--- src/rtl/smbto_pkg.sv ---
// Shared types for the SMBus timeout monitor.
package smbto_pkg;
    // Prescaler length choice: long period for stretch/extension, short for idle.
    typedef enum logic {
        DIV_LONG  = 1'b0,
        DIV_SHORT = 1'b1
    } div_sel_e;
endpackage

--- src/rtl/smbto_scaled_counter.sv ---
// Prescaled threshold counter.
// Counts kernel cycles while run is high, in units of LONG_DIV or SHORT_DIV
// cycles. Pulses hit_o once, on the cycle the (limit+1)-th unit completes.
// After that it stays quiet until clr. Holding run low freezes progress.
// Assumes SHORT_DIV <= LONG_DIV and both are at least 2.
module smbto_scaled_counter
    import smbto_pkg::*;
#(
    parameter int CNT_W     = 12,
    parameter int LONG_DIV  = 2048,
    parameter int SHORT_DIV = 4
) (
    input  logic             clk,
    input  logic             rst_n,
    input  div_sel_e         div_sel,
    input  logic             run,
    input  logic             clr,
    input  logic [CNT_W-1:0] limit,
    output logic             hit_o
);
    localparam int PRE_W = $clog2(LONG_DIV);

    logic [PRE_W-1:0] pre_q;
    logic [PRE_W-1:0] pre_last;
    logic [CNT_W-1:0] cnt_q;
    logic             done_q;
    logic             wrap;

    // Terminal prescaler value for the selected period.
    always_comb begin
        pre_last = (div_sel == DIV_SHORT) ? PRE_W'(SHORT_DIV - 1) : PRE_W'(LONG_DIV - 1);
        wrap     = (pre_q == pre_last);
        hit_o    = run && !done_q && wrap && (cnt_q == limit);
    end

    // Prescaler, unit counter and fired latch.
    always_ff @(posedge clk) begin
        if (!rst_n || clr) begin
            pre_q  <= '0;
            cnt_q  <= '0;
            done_q <= 1'b0;
        end else if (run && !done_q) begin
            if (wrap) begin
                pre_q <= '0;
                if (cnt_q == limit) begin
                    done_q <= 1'b1;
                end else begin
                    cnt_q <= cnt_q + 1'b1;
                end
            end else begin
                pre_q <= pre_q + 1'b1;
            end
        end
    end
endmodule

--- src/rtl/smbto_bus_state.sv ---
// Bus busy tracker: busy from a START strobe until a STOP strobe.
// Assumes the strobes are single-cycle and synchronous to clk.
module smbto_bus_state (
    input  logic clk,
    input  logic rst_n,
    input  logic start_stb,
    input  logic stop_stb,
    output logic busy_o
);
    // Set on START, clear on STOP, START wins if both arrive together.
    always_ff @(posedge clk) begin
        if (!rst_n) begin
            busy_o <= 1'b0;
        end else if (start_stb) begin
            busy_o <= 1'b1;
        end else if (stop_stb) begin
            busy_o <= 1'b0;
        end
    end
endmodule

--- src/rtl/smbus_timeout_mon.sv ---
// SMBus timeout monitor top.
// Detector A: continuous SCL-low time (stretch mode) or idle bus-high time
// (idle mode). Detector B: cumulative local clock-low extension inside one
// transfer. Configuration registers are locked while their detector is
// enabled. Flags are sticky until cleared; a new hit beats a clear.
// Assumes scl_i/sda_i are already synchronized to clk.
module smbus_timeout_mon
    import smbto_pkg::*;
#(
    parameter int CNT_W     = 12,
    parameter int LONG_DIV  = 2048,
    parameter int SHORT_DIV = 4
) (
    input  logic             clk,
    input  logic             rst_n,
    input  logic             scl_i,
    input  logic             sda_i,
    input  logic             start_stb_i,
    input  logic             stop_stb_i,
    input  logic             role_master_i,
    input  logic             mst_ext_i,
    input  logic             slv_ext_i,
    input  logic             a_en_i,
    input  logic             a_wr_i,
    input  logic             a_idle_mode_i,
    input  logic [CNT_W-1:0] a_limit_i,
    input  logic             a_clr_i,
    input  logic             b_en_i,
    input  logic             b_wr_i,
    input  logic [CNT_W-1:0] b_limit_i,
    input  logic             b_clr_i,
    output logic             a_flag_o,
    output logic             b_flag_o
);
    logic [CNT_W-1:0] a_limit_q;
    logic             a_mode_q;
    logic [CNT_W-1:0] b_limit_q;
    logic             busy_q;
    logic             a_run;
    logic             b_run;
    logic             b_clr_sum;
    logic             a_hit;
    logic             b_hit;
    div_sel_e         a_div;

    // Configuration registers: writes accepted only while detector is off.
    always_ff @(posedge clk) begin
        if (!rst_n) begin
            a_limit_q <= '0;
            a_mode_q  <= 1'b0;
            b_limit_q <= '0;
        end else begin
            if (a_wr_i && !a_en_i) begin
                a_limit_q <= a_limit_i;
                a_mode_q  <= a_idle_mode_i;
            end
            if (b_wr_i && !b_en_i) begin
                b_limit_q <= b_limit_i;
            end
        end
    end

    smbto_bus_state u_bus (
        .clk       (clk),
        .rst_n     (rst_n),
        .start_stb (start_stb_i),
        .stop_stb  (stop_stb_i),
        .busy_o    (busy_q)
    );

    // Monitored conditions for both detectors.
    always_comb begin
        a_div     = a_mode_q ? DIV_SHORT : DIV_LONG;
        a_run     = a_en_i && (a_mode_q ? (!busy_q && scl_i && sda_i) : !scl_i);
        b_run     = b_en_i && busy_q && (role_master_i ? mst_ext_i : slv_ext_i);
        b_clr_sum = start_stb_i || stop_stb_i;
    end

    smbto_scaled_counter #(
        .CNT_W     (CNT_W),
        .LONG_DIV  (LONG_DIV),
        .SHORT_DIV (SHORT_DIV)
    ) u_cnt_a (
        .clk     (clk),
        .rst_n   (rst_n),
        .div_sel (a_div),
        .run     (a_run),
        .clr     (!a_run),
        .limit   (a_limit_q),
        .hit_o   (a_hit)
    );

    smbto_scaled_counter #(
        .CNT_W     (CNT_W),
        .LONG_DIV  (LONG_DIV),
        .SHORT_DIV (SHORT_DIV)
    ) u_cnt_b (
        .clk     (clk),
        .rst_n   (rst_n),
        .div_sel (DIV_LONG),
        .run     (b_run),
        .clr     (b_clr_sum),
        .limit   (b_limit_q),
        .hit_o   (b_hit)
    );

    // Sticky flags: set on hit, cleared by pulse, hit has priority.
    always_ff @(posedge clk) begin
        if (!rst_n) begin
            a_flag_o <= 1'b0;
            b_flag_o <= 1'b0;
        end else begin
            if (a_hit) begin
                a_flag_o <= 1'b1;
            end else if (a_clr_i) begin
                a_flag_o <= 1'b0;
            end
            if (b_hit) begin
                b_flag_o <= 1'b1;
            end else if (b_clr_i) begin
                b_flag_o <= 1'b0;
            end
        end
    end
endmodule

--- config.mk ---
export PLATFORM = sky130hd
export DESIGN_NAME = smbus_timeout_mon
export DESIGN_NICKNAME = d
export VERILOG_FILES = /design/src/rtl/smbto_pkg.sv /design/src/rtl/smbto_scaled_counter.sv /design/src/rtl/smbto_bus_state.sv /design/src/rtl/smbus_timeout_mon.sv
export SDC_FILE = /design/constraint.sdc
export NUM_CORES = 1
export LEC_CHECK = 0
export ABC_AREA = 1
export ABC_CLOCK_PERIOD_IN_PS = 4550
export BUFFER_PORTS_ARGS = -buffer_cell sky130_fd_sc_hd__buf_2
export CAP_MARGIN = 20
export CELL_PAD_IN_SITES_DETAIL_PLACEMENT = 1
export CELL_PAD_IN_SITES_GLOBAL_PLACEMENT = 1
export CORE_MARGIN = 2
export CORE_UTILIZATION = 45
export DETAILED_ROUTE_END_ITERATION = 10
export PLACE_DENSITY_LB_ADDON = 0.05
export SLEW_MARGIN = 10
export SYNTH_ARGS = -nofsm -noshare
export SYNTH_HDL_FRONTEND = slang
export SYNTH_SLANG_ARGS = --single-unit
export TNS_END_PERCENT = 10
--- constraint.sdc ---
create_clock -name clk -period 4.55 [get_ports clk]
set_input_delay 0.455 -clock clk [delete_from_list [all_inputs] [get_ports clk]]
set_output_delay 0.455 -clock clk [all_outputs]
set_load 0.005 [all_outputs]
# After elaboration in Yosys (flattened, before gate mapping)
# Index checks and enable logic that the tools add are counted.
[classes] add_sub_neg=4 eq_ne=4 n_mux=12 bitwise=2 n_reduce_logical=31
[op_table] cell="11-bit two-way mux" n=3
[op_table] cell="12-bit by 1-bit adder with 12-bit output, second input constant" n=2
[op_table] cell="12-bit == test" n=2
[op_table] cell="11-bit by 1-bit adder with 11-bit output, second input constant" n=2
[op_table] cell="1-bit logical AND" n=13
[op_table] cell="3-bit AND reduction" n=4
[op_table] cell="11-bit == test" n=1
[op_table] cell="11-bit == test, second input constant" n=1
[op_table] cell="1-bit two-way mux" n=9
[op_table] cell="1-bit logical NOT" n=8
[op_table] cell="2-bit nonzero test" n=3
[op_table] cell="1-bit logical OR" n=3
[op_table] cell="1-bit inverter" n=2
[totals] register_bits=76 in_bits=40 output_inout_bits=2 elab_cells=65

# Depth between registers and ports, before layout
# Gate-level depths: netlist of the first run.
[depth] word_depth=9 mapped_depth=12 ltp_nobuf=12

# Modules after synthesis
# From an unflattened synthesis of the first run, not the netlist that was laid out.
[unflattened] cells_unflattened=732 hier_area_um2=4479.3
[by_module_without_submodules] module="smbto_scaled_counter" n_inst=2 cells_per_inst=268 area_per_inst_um2=1605.3 seq_area_each_um2=480.5
[by_module_without_submodules] module="smbus_timeout_mon" n_inst=1 cells_per_inst=190 area_per_inst_um2=1224.9 seq_area_each_um2=540.5
[by_module_without_submodules] module="smbto_bus_state" n_inst=1 cells_per_inst=6 area_per_inst_um2=43.8 seq_area_each_um2=20.0

# Least setup slack after synthesis of the first run
# OpenSTA, ideal clock, no wires.
[synth_path] path_kind="reg2reg" startpoint="reg u_cnt_b.pre_q[0]" endpoint="reg u_cnt_b.cnt_q[2]" setup_time_ns=0.113 t_arrival_ns=1.422 required_ns=4.437 path_slack_ns=3.015 stages_incl_launch_ff=11 path_buffers=0 period_less_slack_ns=1.535 path_cell_list="dfxtp_1 ha_1 nand2_1 inv_1 nand3_1 nor2_1 nand3_1 nor2_4 nand3_1 nor2_1 nor2_1"
[synth_via] elab_chain_len=2
[synth_lines] element="start: declaration" line_no="smbto_scaled_counter.sv:23" source="logic [PRE_W-1:0] pre_q;"
[synth_lines] element="start signal: assignment" line_no="smbto_scaled_counter.sv:51" source="pre_q <= pre_q + 1'b1;"
[synth_lines] element="11-bit == test" line_no="smbto_scaled_counter.sv:32" source="wrap = (pre_q == pre_last);"
[synth_lines] element="3-bit AND reduction (no source line)"
[synth_lines] element="end signal: assignment" line_no="smbto_scaled_counter.sv:48" source="cnt_q <= cnt_q + 1'b1;"
[synth_lines] element="end: declaration" line_no="smbto_scaled_counter.sv:25" source="logic [CNT_W-1:0] cnt_q;"
# Every way passes these cells.
# A chain may end at the register's enable or synchronous reset.

# Worst setup path after layout of the first run
[layout_path] startpoint="reg a_mode_q" endpoint="reg u_cnt_a.cnt_q[3]"
[layout_via] elab_chain_len=4 word_cells_on_any_way=9 classes_between="eq/ne (1); mux (3); reduce/logical (5)"
[layout_lines] element="start: declaration" line_no="smbus_timeout_mon.sv:36" source="logic a_mode_q;"
[layout_lines] element="start signal: assignment" line_no="smbus_timeout_mon.sv:55" source="a_mode_q <= a_idle_mode_i;"
[layout_lines] element="1-bit two-way mux, on equally long branches" line_no="smbus_timeout_mon.sv:73, smbus_timeout_mon.sv:74"
[layout_lines] element="11-bit two-way mux or 1-bit logical AND (tied branches)" line_no="smbto_scaled_counter.sv:31, smbus_timeout_mon.sv:74"
[layout_lines] element="11-bit == test (tied with other cells)" line_no="smbto_scaled_counter.sv:32"
[layout_lines] element="3-bit AND reduction (no source line) or 1-bit logical OR (tied branches)"
[layout_lines] element="end signal: assignment" line_no="smbto_scaled_counter.sv:48"
[layout_lines] element="end: declaration" line_no="smbto_scaled_counter.sv:25"
# Several ways; a longest one is shown, not always the timed one.

==> results of run 1 <==
## routing by layer
metal | global-route usage | vias to the layer above
met2 | 0.419 | 50
met1 | 0.295 | 1892
met5 | 0 | -
met4 | 0.0674 | 0
met3 | 0.0260 | 13
li1 | - | 2029
## worst min path at each step
stage | cells after the start | from | slack [ns] | to
detailed placement | 2 | u_cnt_b.done_q$_SDFFE_PP0P_ | 0.46 | u_cnt_b.done_q$_SDFFE_PP0P_
global route | 3 | a_limit_i[4] | 0.33 | a_limit_q[4]$_SDFFE_PN0P_
finish | 3 | a_limit_i[6] | 0.33 | a_limit_q[6]$_SDFFE_PN0P_
global placement | 2 | u_cnt_b.done_q$_SDFFE_PP0P_ | 0.45 | u_cnt_b.done_q$_SDFFE_PP0P_
CTS | 3 | a_limit_i[4] | 0.32 | a_limit_q[4]$_SDFFE_PN0P_
floorplan | 2 | u_cnt_b.done_q$_SDFFE_PP0P_ | 0.44 | u_cnt_b.done_q$_SDFFE_PP0P_
## stage by stage
stage	setup WS, ns	cell area (sq um)	power (mW)	std cells	hold WS, ns
finish	2.11	4570	1.40	763	0.329
global route	1.87	4570	1.45	763	0.332
CTS	2.13	4570	1.41	763	0.325
detailed placement	2.13	4340	0.819	747	0.456
global placement	2.23	4340	0.814	747	0.445
floorplan	3.02	4110	0.784	616	0.435
## final cells by class
| class | count | area, sq um |
|---|---|---|
| clock inverter | 5 | 83.8 |
| tap | 108 | 135 |
| inverter | 67 | 251 |
| fill | 1212 | 4240 |
| timing repair buffer | 42 | 213 |
| clock buffer | 11 | 141 |
| sequential | 76 | 1520 |
| multi-input combinational | 454 | 2220 |
## layout by cell type (no fill, tap or decap), types with 2 or more instances in the layout
master and n:
inv_1 64, nand4_1 25, a21oi_1 31, nor3b_1 2, clkinv_1 2, nand3_1 32
xnor2_1 22, a31oi_1 2, xor2_1 19, bufinv_16 2, nand2_1 138, ha_1 4
o22ai_1 2, o21ai_0 32, nor2_1 124, nor2_2 3, buf_2 41, clkinvlp_4 2
nor3_1 7, dfxtp_1 76, clkbuf_8 10, nor2_4 2
## report_power, final
group | internal (mW) | leakage, nW | switching [mW]
sequential | 0.680 | 0.617 | 0.0136
combinational | 0.0415 | 1.05 | 0.0665
clock | 0.326 | 0.106 | 0.271
## flip-flops by register name, summed over array words and instances (netlist names)
register and flops:
u_cnt_a.done_q 1, u_cnt_b.done_q 1, u_cnt_a.pre_q 11, a_mode_q 1
u_cnt_a.cnt_q 12, a_limit_q 12, u_cnt_b.pre_q 11, u_cnt_b.cnt_q 12
b_flag_o 1, a_flag_o 1, u_bus.busy_o 1, b_limit_q 12
## synth_stat cells (all sizes together) (4+ instances only)
cell	instances
nand2	139
nor2	129
dfxtp	76
inv	65
o21ai	33
nand3	32
a21oi	31
nand4	26
xnor2	22
xor2	19
clkbuf	10
buf	9
nor3	8
ha	4
## critical path, stage by stage (launching register included)
cell     delay, ns
dfxtp_1       0.76
nor2_1        0.09
nor2_1        0.13
nand2_1       0.07
nor2_1        0.10
nand2_1       0.09
nor2_4        0.29
nand3_1       0.48
nand2_1       0.20
a21oi_1       0.09
## kinds of logic after synthesis
group | count (synthesis)
simple gates | 338
flops | 76
buf+inv | 86
fa+ha+maj | 4
xor+xnor | 41
compound gates | 71
==> flow_metrics.tcl, run 1 <==
set metrics [dict create \
    status "complete, no violations" \
    critPathKind "register to register" \
    drive_gt1_frac 0.104 \
    grt_pass1_vias 4050 \
    synth_compound_area_frac 0.0909 \
    max_slew_margin 0.548 \
    critical_path.endpoint "u_cnt_a.cnt_q[3]$_SDFFE_PP0P_" \
    cts_tree "done" \
    grt_first_pass_wirelength_um 18800 \
    cts_max_level 3 \
    synth_top_area_cell "dfxtp_1" \
    hold_violations 0 \
    synth_area_sq_mm 0.00411 \
    gp_congestion 0.866 \
    post-route-drc-count 0 \
    tightestPinTransition_ns 0.677 \
    yosys-mux-area-fraction 0 \
    cellPowerDensity_mw_per_mm2 306 \
    clk_pin_slew_ns 0.09 \
    grt_max_degree 27 \
    grt.total_usage 0.233 \
    wl_met2_um 5510 \
    wl_per_cell_um 14.5 \
    antenna_found_initial 0 \
    fmax_mhz 410 \
    diodes 0 \
    clock_latency_ns 0.35 \
    crit_path_end_kind "register" \
    synth-xor-area-share 0.0873 \
    hpwlAfterDp_um 8240 \
    finClkSkew_ns 0.00816 \
    wl_met3_um 211 \
    synth-simple-area-share 0.350 \
    min_period_ns 2.44 \
    yosysSeqAreaShare 0.370 \
    worstPathArrival_ns 2.66 \
    finalSetupTns_ns 0 \
    rows 34 \
    synth_top_family_by_area "simple AND/OR/NAND/NOR gates" \
    reg2reg_slack_ns 2.11 \
    syn_avg_cell_area_sq_um 6.68 \
    grt.overflow.total 0 \
    cts.repair.resized 0 \
    fin_util 0.519 \
    die_width_um 99.6 \
    post_cts_buffers 0 \
    setup_viol 0 \
    initial_utilization 0.467 \
    ios 42 \
    numCtsBuffers 9 \
    reg2reg_depth 9 \
    fp.dieArea_sq_mm 0.00992 \
    worstReg2RegStart "a_mode_q$_SDFFE_PN0P_" \
    core_area_sq_mm 0.00881 \
    totalWireLength_um 11100 \
    die_h_um 99.6 \
    layout.nets 694 \
    yosys.area_share.adder 0.0122 \
    max_cap_viol_count 0 \
    portBuffers 41 \
    critPathLaunchType "register" \
    areaGrowthSynthToFinish_pct 11.1 \
    synth_fp_nets 660 \
    cts_hold_buffers 0 \
    drtIter0Drc 83 \
    crit_path_max_fanout 16 \
    root_buffer "clkbuf_8" \
    crit_start "a_mode_q$_SDFFE_PN0P_" \
    synthFlopType "dfxtp_1" \
    cp.required_ns 4.77 \
    num_vias 3984 \
    vdd_ir_drop_max_mv 0.147 \
    yosys_warnings 0 \
    ys_ff_latch 76 \
    fin_crit_sh 0.536 \
    rsz0062_at_grt "no" \
    synth-edff-count 0 \
    netlist_instances 616 \
    slew_violations 0 \
    async_flop_share 0 \
    drtPass1Iterations 4 \
    clockBufferDepth 2 \
    clock-sinks 76 \
    drt-met1-wl_um 5200 \
    viasPerCell 5.22 \
    synth.top_cell.area_share 0.370 \
    rr_endpoint "u_cnt_a.cnt_q[3]$_SDFFE_PP0P_" \
    ant_nets 0 \
    highest_layer "met4" \
    p_leak_nw 1.78 \
    synthTopCellsByArea "dfxtp_1 (37%), nand2_1 (13%), nor2_1 (11%), inv_1 (5.8%), xnor2_1 (4.7%)" \
    hp-class "input pin to register" \
    synth_cell_type_count 34 \
]
(Power assumes the default switching activity.)
==> run 2: changes to the inputs <==
--- a/config.mk
+++ b/config.mk
@@ -6,13 +6,13 @@
 export NUM_CORES = 1
 export LEC_CHECK = 0
 export ABC_AREA = 1
-export ABC_CLOCK_PERIOD_IN_PS = 4550
+export ABC_CLOCK_PERIOD_IN_PS = 2400
 export BUFFER_PORTS_ARGS = -buffer_cell sky130_fd_sc_hd__buf_2
 export CAP_MARGIN = 20
 export CELL_PAD_IN_SITES_DETAIL_PLACEMENT = 1
 export CELL_PAD_IN_SITES_GLOBAL_PLACEMENT = 1
 export CORE_MARGIN = 2
-export CORE_UTILIZATION = 45
+export CORE_UTILIZATION = 42
 export DETAILED_ROUTE_END_ITERATION = 10
 export PLACE_DENSITY_LB_ADDON = 0.05
 export SLEW_MARGIN = 10
==> constraint.sdc (replaced) <==
create_clock -name clk -period 2.4 [get_ports clk]
set_input_delay 0.24 -clock clk [delete_from_list [all_inputs] [get_ports clk]]
set_output_delay 0.24 -clock clk [all_outputs]
set_load 0.005 [all_outputs]
==> run 2 against run 1 <==
Global-route usage shrank 0.35 points. Critical endpoint is now u_cnt_a.cnt_q[11]$_SDFFE_PP0P_. Maximum frequency up 21%. Largest power group unchanged. Clock skew is 0.0025 ns higher. Final cell count rose by 4.8%. First-iteration DRC count fell by 8.4%. Via count increased by 0.30%. Register-to-register slack worse by 1.7 ns.
==> flow_metrics.tcl, run 2 (synthesized netlist as in run 1, its figures left out) <==
set metrics [dict create \
    status "complete, no violations" \
    crit_start "a_mode_q$_SDFFE_PN0P_" \
    ant_nets 0 \
    whs_ns 0.0947 \
    min_period_ns 2.01 \
    rows 36 \
    critPathLaunchType "register" \
    max_cap_viol_count 0 \
    diodes 0 \
    final_cells 800 \
    die_width_um 103 \
    multi_input_area_sq_mm 0.00222 \
    die_h_um 103 \
    wl_per_cell_um 14.1 \
    core_area_sq_mm 0.00964 \
    gp_congestion 0.864 \
    hpwlAfterDp_um 8590 \
    grt.overflow.total 0 \
    totalWireLength_um 11300 \
    finalWorstSetupSlack_ns 0.388 \
    fmax_mhz 497 \
    cellPowerDensity_mw_per_mm2 570 \
    clk_pin_slew_ns 0.09 \
    setup_viol 0 \
    rsz0062_at_grt "no" \
    critPathKind "register to register" \
    root_buffer "clkbuf_8" \
    crit_path_max_fanout 14 \
    clock-sinks 76 \
    grt_max_degree 26 \
    viasPerCell 5.00 \
    grt_pass1_vias 4048 \
    grt.total_usage 0.230 \
    tightestPinTransition_ns 0.528 \
    antenna_found_initial 0 \
    place_inst 784 \
    final_cell_mix "nand2_1 (138), nor2_1 (124), dfxtp_1 (76), inv_1 (64), buf_2 (41)" \
    hold_violations 0 \
    areaGrowthSynthToFinish_pct 14.0 \
    cts_hold_buffers 0 \
    p_leak_nw 1.84 \
    numCtsBuffers 9 \
    crit_path_end_kind "register" \
    vdd_ir_drop_max_mv 0.341 \
    clockBufferDepth 2 \
    portBuffers 41 \
    hp-class "input pin to register" \
    finalSetupTns_ns 0 \
    layout.nets 706 \
    final_common_cell "nand2_1" \
    clock_latency_ns 0.37 \
    drive_gt1_frac 0.121 \
    post_cts_buffers 0 \
    cts.repair.resized 0 \
    finClkSkew_ns 0.0107 \
    cp.required_ns 2.66 \
    seq_area_sq_mm 0.00152 \
    drtPass1Iterations 4 \
    drtIter0Drc 76 \
    cts_tree "done" \
    grt_first_pass_wirelength_um 19000 \
    slew_violations 0 \
    hold_start "a_limit_i[7]" \
    cts_max_level 3 \
    fin_crit_sh 0.838 \
    worstReg2RegStart "a_mode_q$_SDFFE_PN0P_" \
    fill_cells 1298 \
    post-route-drc-count 0 \
    ios 42 \
    max_slew_margin 0.647 \
    num_vias 3996 \
    fp.dieArea_sq_mm 0.0106 \
    initial_utilization 0.427 \
    preCtsSetupSlack_ns 0.452 \
    worstPathArrival_ns 2.27 \
]
[run 2: cell types whose count changed in the layout (fill, tap and decap cells not counted)]
cell / delta
clkinvlp_4: -1
clkinv_4: +2
clkinv_2: +1
clkbuf_1: -1
clkbuf_8: -1
buf_4: +12
[run 2: area by class of cell]
class / instances / share of cell area
multi-input combinational: 454 / 0.474
sequential: 76 / 0.325
timing repair buffer: 54 / 0.0646
inverter: 67 / 0.0536
tap: 133 / 0.0355
clock buffer: 9 / 0.0264
clock inverter: 7 / 0.0211
[run 2: worst max-delay path, stage by stage (launching register included)]
cell and delay [ns]:
dfxtp_1 0.38, buf_4 0.24, nor2_1 0.07, nor2_1 0.13, nand2_1 0.08, nor2_1 0.12, nand2_1 0.10, nor2_4 0.10
nand3_1 0.39, nand2_1 0.19, a21oi_1 0.08
[run 2: final timing paths]
| path | slack [ns] | end | cells after the start |
|---|---|---|---|
| setup reg to reg | 0.39 | u_cnt_a.cnt_q[11]$_SDFFE_PP0P_ | 10 |
| hold reg to reg | 0.46 | u_cnt_b.done_q$_SDFFE_PP0P_ | 2 |
| hold / removal | 0.09 | a_limit_q[7]$_SDFFE_PN0P_ | 3 |
| setup / recovery | 0.39 | u_cnt_a.cnt_q[11]$_SDFFE_PP0P_ | 10 |
[run 2: routing by layer]
| layer | track usage | vias up | routed length (um) |
|---|---|---|---|
| li1 | - | 2052 | - |
| met1 | 0.286 | 1894 | 5360 |
| met2 | 0.405 | 37 | 5530 |
| met3 | 0.0264 | 13 | 215 |
| met4 | 0.0911 | 0 | 193 |
| met5 | 0 | - | 0 |
[run 2: report_power, final]
| group | internal, mW | switching [mW] |
|---|---|---|
| sequential | 1.29 | 0.0204 |
| clock | 0.591 | 0.538 |
| combinational | 0.0925 | 0.138 |
| total | 1.97 | 0.697 |
[run 2: through the flow]
step	utilization	instance area (sq um)	power, mW
floorplan	-	4110	1.49
global placement	0.463	4470	1.56
detailed placement	0.463	4470	1.57
CTS	0.486	4690	2.70
global route	0.486	4690	2.77
finish	0.486	4690	2.67
==> run 3: changes to the inputs <==
--- a/config.mk
+++ b/config.mk
@@ -6,7 +6,7 @@
 export NUM_CORES = 1
 export LEC_CHECK = 0
 export ABC_AREA = 1
-export ABC_CLOCK_PERIOD_IN_PS = 2400
+export ABC_CLOCK_PERIOD_IN_PS = 1920
 export BUFFER_PORTS_ARGS = -buffer_cell sky130_fd_sc_hd__buf_2
 export CAP_MARGIN = 20
 export CELL_PAD_IN_SITES_DETAIL_PLACEMENT = 1
==> constraint.sdc (replaced) <==
create_clock -name clk -period 1.92 [get_ports clk]
set_input_delay 0.192 -clock clk [delete_from_list [all_inputs] [get_ports clk]]
set_output_delay 0.192 -clock clk [all_outputs]
set_load 0.005 [all_outputs]
==> run 3 against run 2 <==
Largest power group unchanged. Power grew 24%. Via count grew 1.5%. Utilization is 0.80 points higher. Clock skew decreased by 0.0033 ns. Non-clock buffer count is 8 higher. Wire length rose by 3.8%.
==> flow_metrics.tcl, run 3 (synthesized netlist as in run 1, its figures left out) <==
set metrics [dict create \
    core_area_sq_mm 0.00964 \
    place_area_sq_mm 0.00453 \
    ios 42 \
    finalWorstSetupSlack_ns 0.157 \
    slowest_delay_ns 0.38 \
    antenna_found_initial 0 \
    clockBufferDepth 2 \
    die_width_um 103 \
    finalSetupTns_ns 0 \
    grt_first_pass_wirelength_um 19800 \
    clock-sinks 76 \
    slew_violations 0 \
    fp.dieArea_sq_mm 0.0106 \
    rsz0062_at_grt "yes" \
    status "complete, no violations" \
    grt.overflow.total 0 \
    cp.required_ns 2.23 \
    post_cts_buffers 0 \
    areaGrowthSynthToFinish_pct 15.8 \
    whs_endpoint "a_limit_q[3]$_SDFFE_PN0P_" \
    drtIter0Drc 118 \
    final_common_cell "nand2_1" \
    critPathKind "register to register" \
    rr_endpoint "u_cnt_b.cnt_q[6]$_SDFFE_PP0P_" \
    hold_start "a_limit_i[3]" \
    die_h_um 103 \
    tightestPinTransition_ns 0.468 \
    grt_pass1_vias 4218 \
    clk_pin_slew_ns 0.08 \
    hold_violations 0 \
    reg2reg_depth 11 \
    whs_ns 0.0528 \
    final_cells 808 \
    rows 36 \
    min_period_ns 1.76 \
    setup_viol 0 \
    totalWireLength_um 11700 \
    hpwlAfterDp_um 8840 \
    seq_area_sq_mm 0.00152 \
    cellPowerDensity_mw_per_mm2 692 \
    design_area_sq_mm 0.00477 \
    crit_path_max_fanout 5 \
    vdd_ir_drop_max_mv 0.262 \
    critPathLaunchType "register" \
    worstReg2RegStart "u_cnt_b.pre_q[1]$_SDFFE_PP0N_" \
    p_leak_nw 1.89 \
    root_buffer "clkbuf_8" \
    layout.nets 714 \
    multi_input_area_sq_mm 0.00224 \
    fin_crit_sh 0.918 \
    crit_slowest_cell "dfxtp_1" \
    drive_gt1_frac 0.139 \
    fmax_mhz 567 \
    hp-class "input pin to register" \
    fin_util 0.494 \
    post-route-drc-count 0 \
    drtPass1Iterations 4 \
    max_slew_margin 0.688 \
    preCtsSetupSlack_ns -0.0699 \
    max_cap_viol_count 0 \
    clock_latency_ns 0.37 \
    crit_path_end_kind "register" \
    reg2reg_slack_ns 0.16 \
    gp_congestion 0.846 \
    cts_max_level 3 \
    cts_tree "done" \
    fill_cells 1328 \
    num_vias 4057 \
    wl_per_cell_um 14.5 \
    finClkSkew_ns 0.00740 \
    worstPathArrival_ns 2.08 \
    ant_nets 0 \
    place_inst 792 \
    total_power_mw 3.30 \
    min_path_cells 3 \
    grt_max_degree 26 \
    viasPerCell 5.02 \
    portBuffers 41 \
    final_cell_mix "nand2_1 (137), nor2_1 (122), dfxtp_1 (75), inv_1 (64), buf_2 (41)" \
    initial_utilization 0.427 \
    numCtsBuffers 9 \
    cp_cell_sequence "ha_1, nand2_1, inv_1, nand3_1, inv_1, nand2_1, nor2_4, nand2_1, o21ai_0, inv_1, nor2_1" \
    diodes 0 \
    grt.total_usage 0.240 \
]
==> run 3: power by group <==
group	total [mW]	internal [mW]	switching (mW)
clock	1.37	0.741	0.630
sequential	1.64	1.61	0.0292
combinational	0.287	0.116	0.171
total	3.30	2.47	0.830
==> run 3: timing repair <==
item	in CTS	in global routing
gates cloned	0	0
hold buffers	0	0
endpoints found under the setup margin	12	29
gates resized for setup	1	5
==> run 3: final cells by class <==
type	instances	share of cell area
Clock buffer	13	0.0375
Clock inverter	3	0.00893
Inverter	67	0.0528
Multi-Input combinational cell	454	0.470
Sequential cell	76	0.320
Tap cell	133	0.0349
Timing Repair Buffer	62	0.0761
==> run 3: layer usage <==
layer / global-route usage / vias up / wire [um]
met5: 0 / - / 0
met2: 0.425 / 40 / 5860
met3: 0.0447 / 13 / 256
li1: - / 2064 / -
met4: 0.0709 / 0 / 186
met1: 0.295 / 1940 / 5420
==> run 3: worst max-delay path: cells and delay by family (launching register included) <==
family,cells,cell delay [ns]
AND/OR/NAND/NOR,6,0.69
flip-flops,1,0.38
buffers and inverters,3,0.23
adder cells (fa/ha/maj),1,0.21
AO/OA/AOI/OAI,1,0.18
==> run 3: worst max-delay path by stage <==
stage	slack, ns	from	to
2_1_floorplan	0.39	u_cnt_b.pre_q[0]$_SDFFE_PP0N_	u_cnt_b.cnt_q[2]$_SDFFE_PP0P_
3_3_place_gp	0.05	a_mode_q$_SDFFE_PN0P_	u_cnt_a.cnt_q[7]$_SDFFE_PP0P_
3_5_place_dp	-0.07	a_mode_q$_SDFFE_PN0P_	u_cnt_a.cnt_q[10]$_SDFFE_PP0P_
4_1_cts	0.09	a_mode_q$_SDFFE_PN0P_	u_cnt_a.cnt_q[4]$_SDFFE_PP0P_
5_1_grt	-0.04	u_cnt_b.pre_q[0]$_SDFFE_PP0N_	u_cnt_b.cnt_q[6]$_SDFFE_PP0P_
6_report	0.16	u_cnt_b.pre_q[1]$_SDFFE_PP0N_	u_cnt_b.cnt_q[6]$_SDFFE_PP0P_
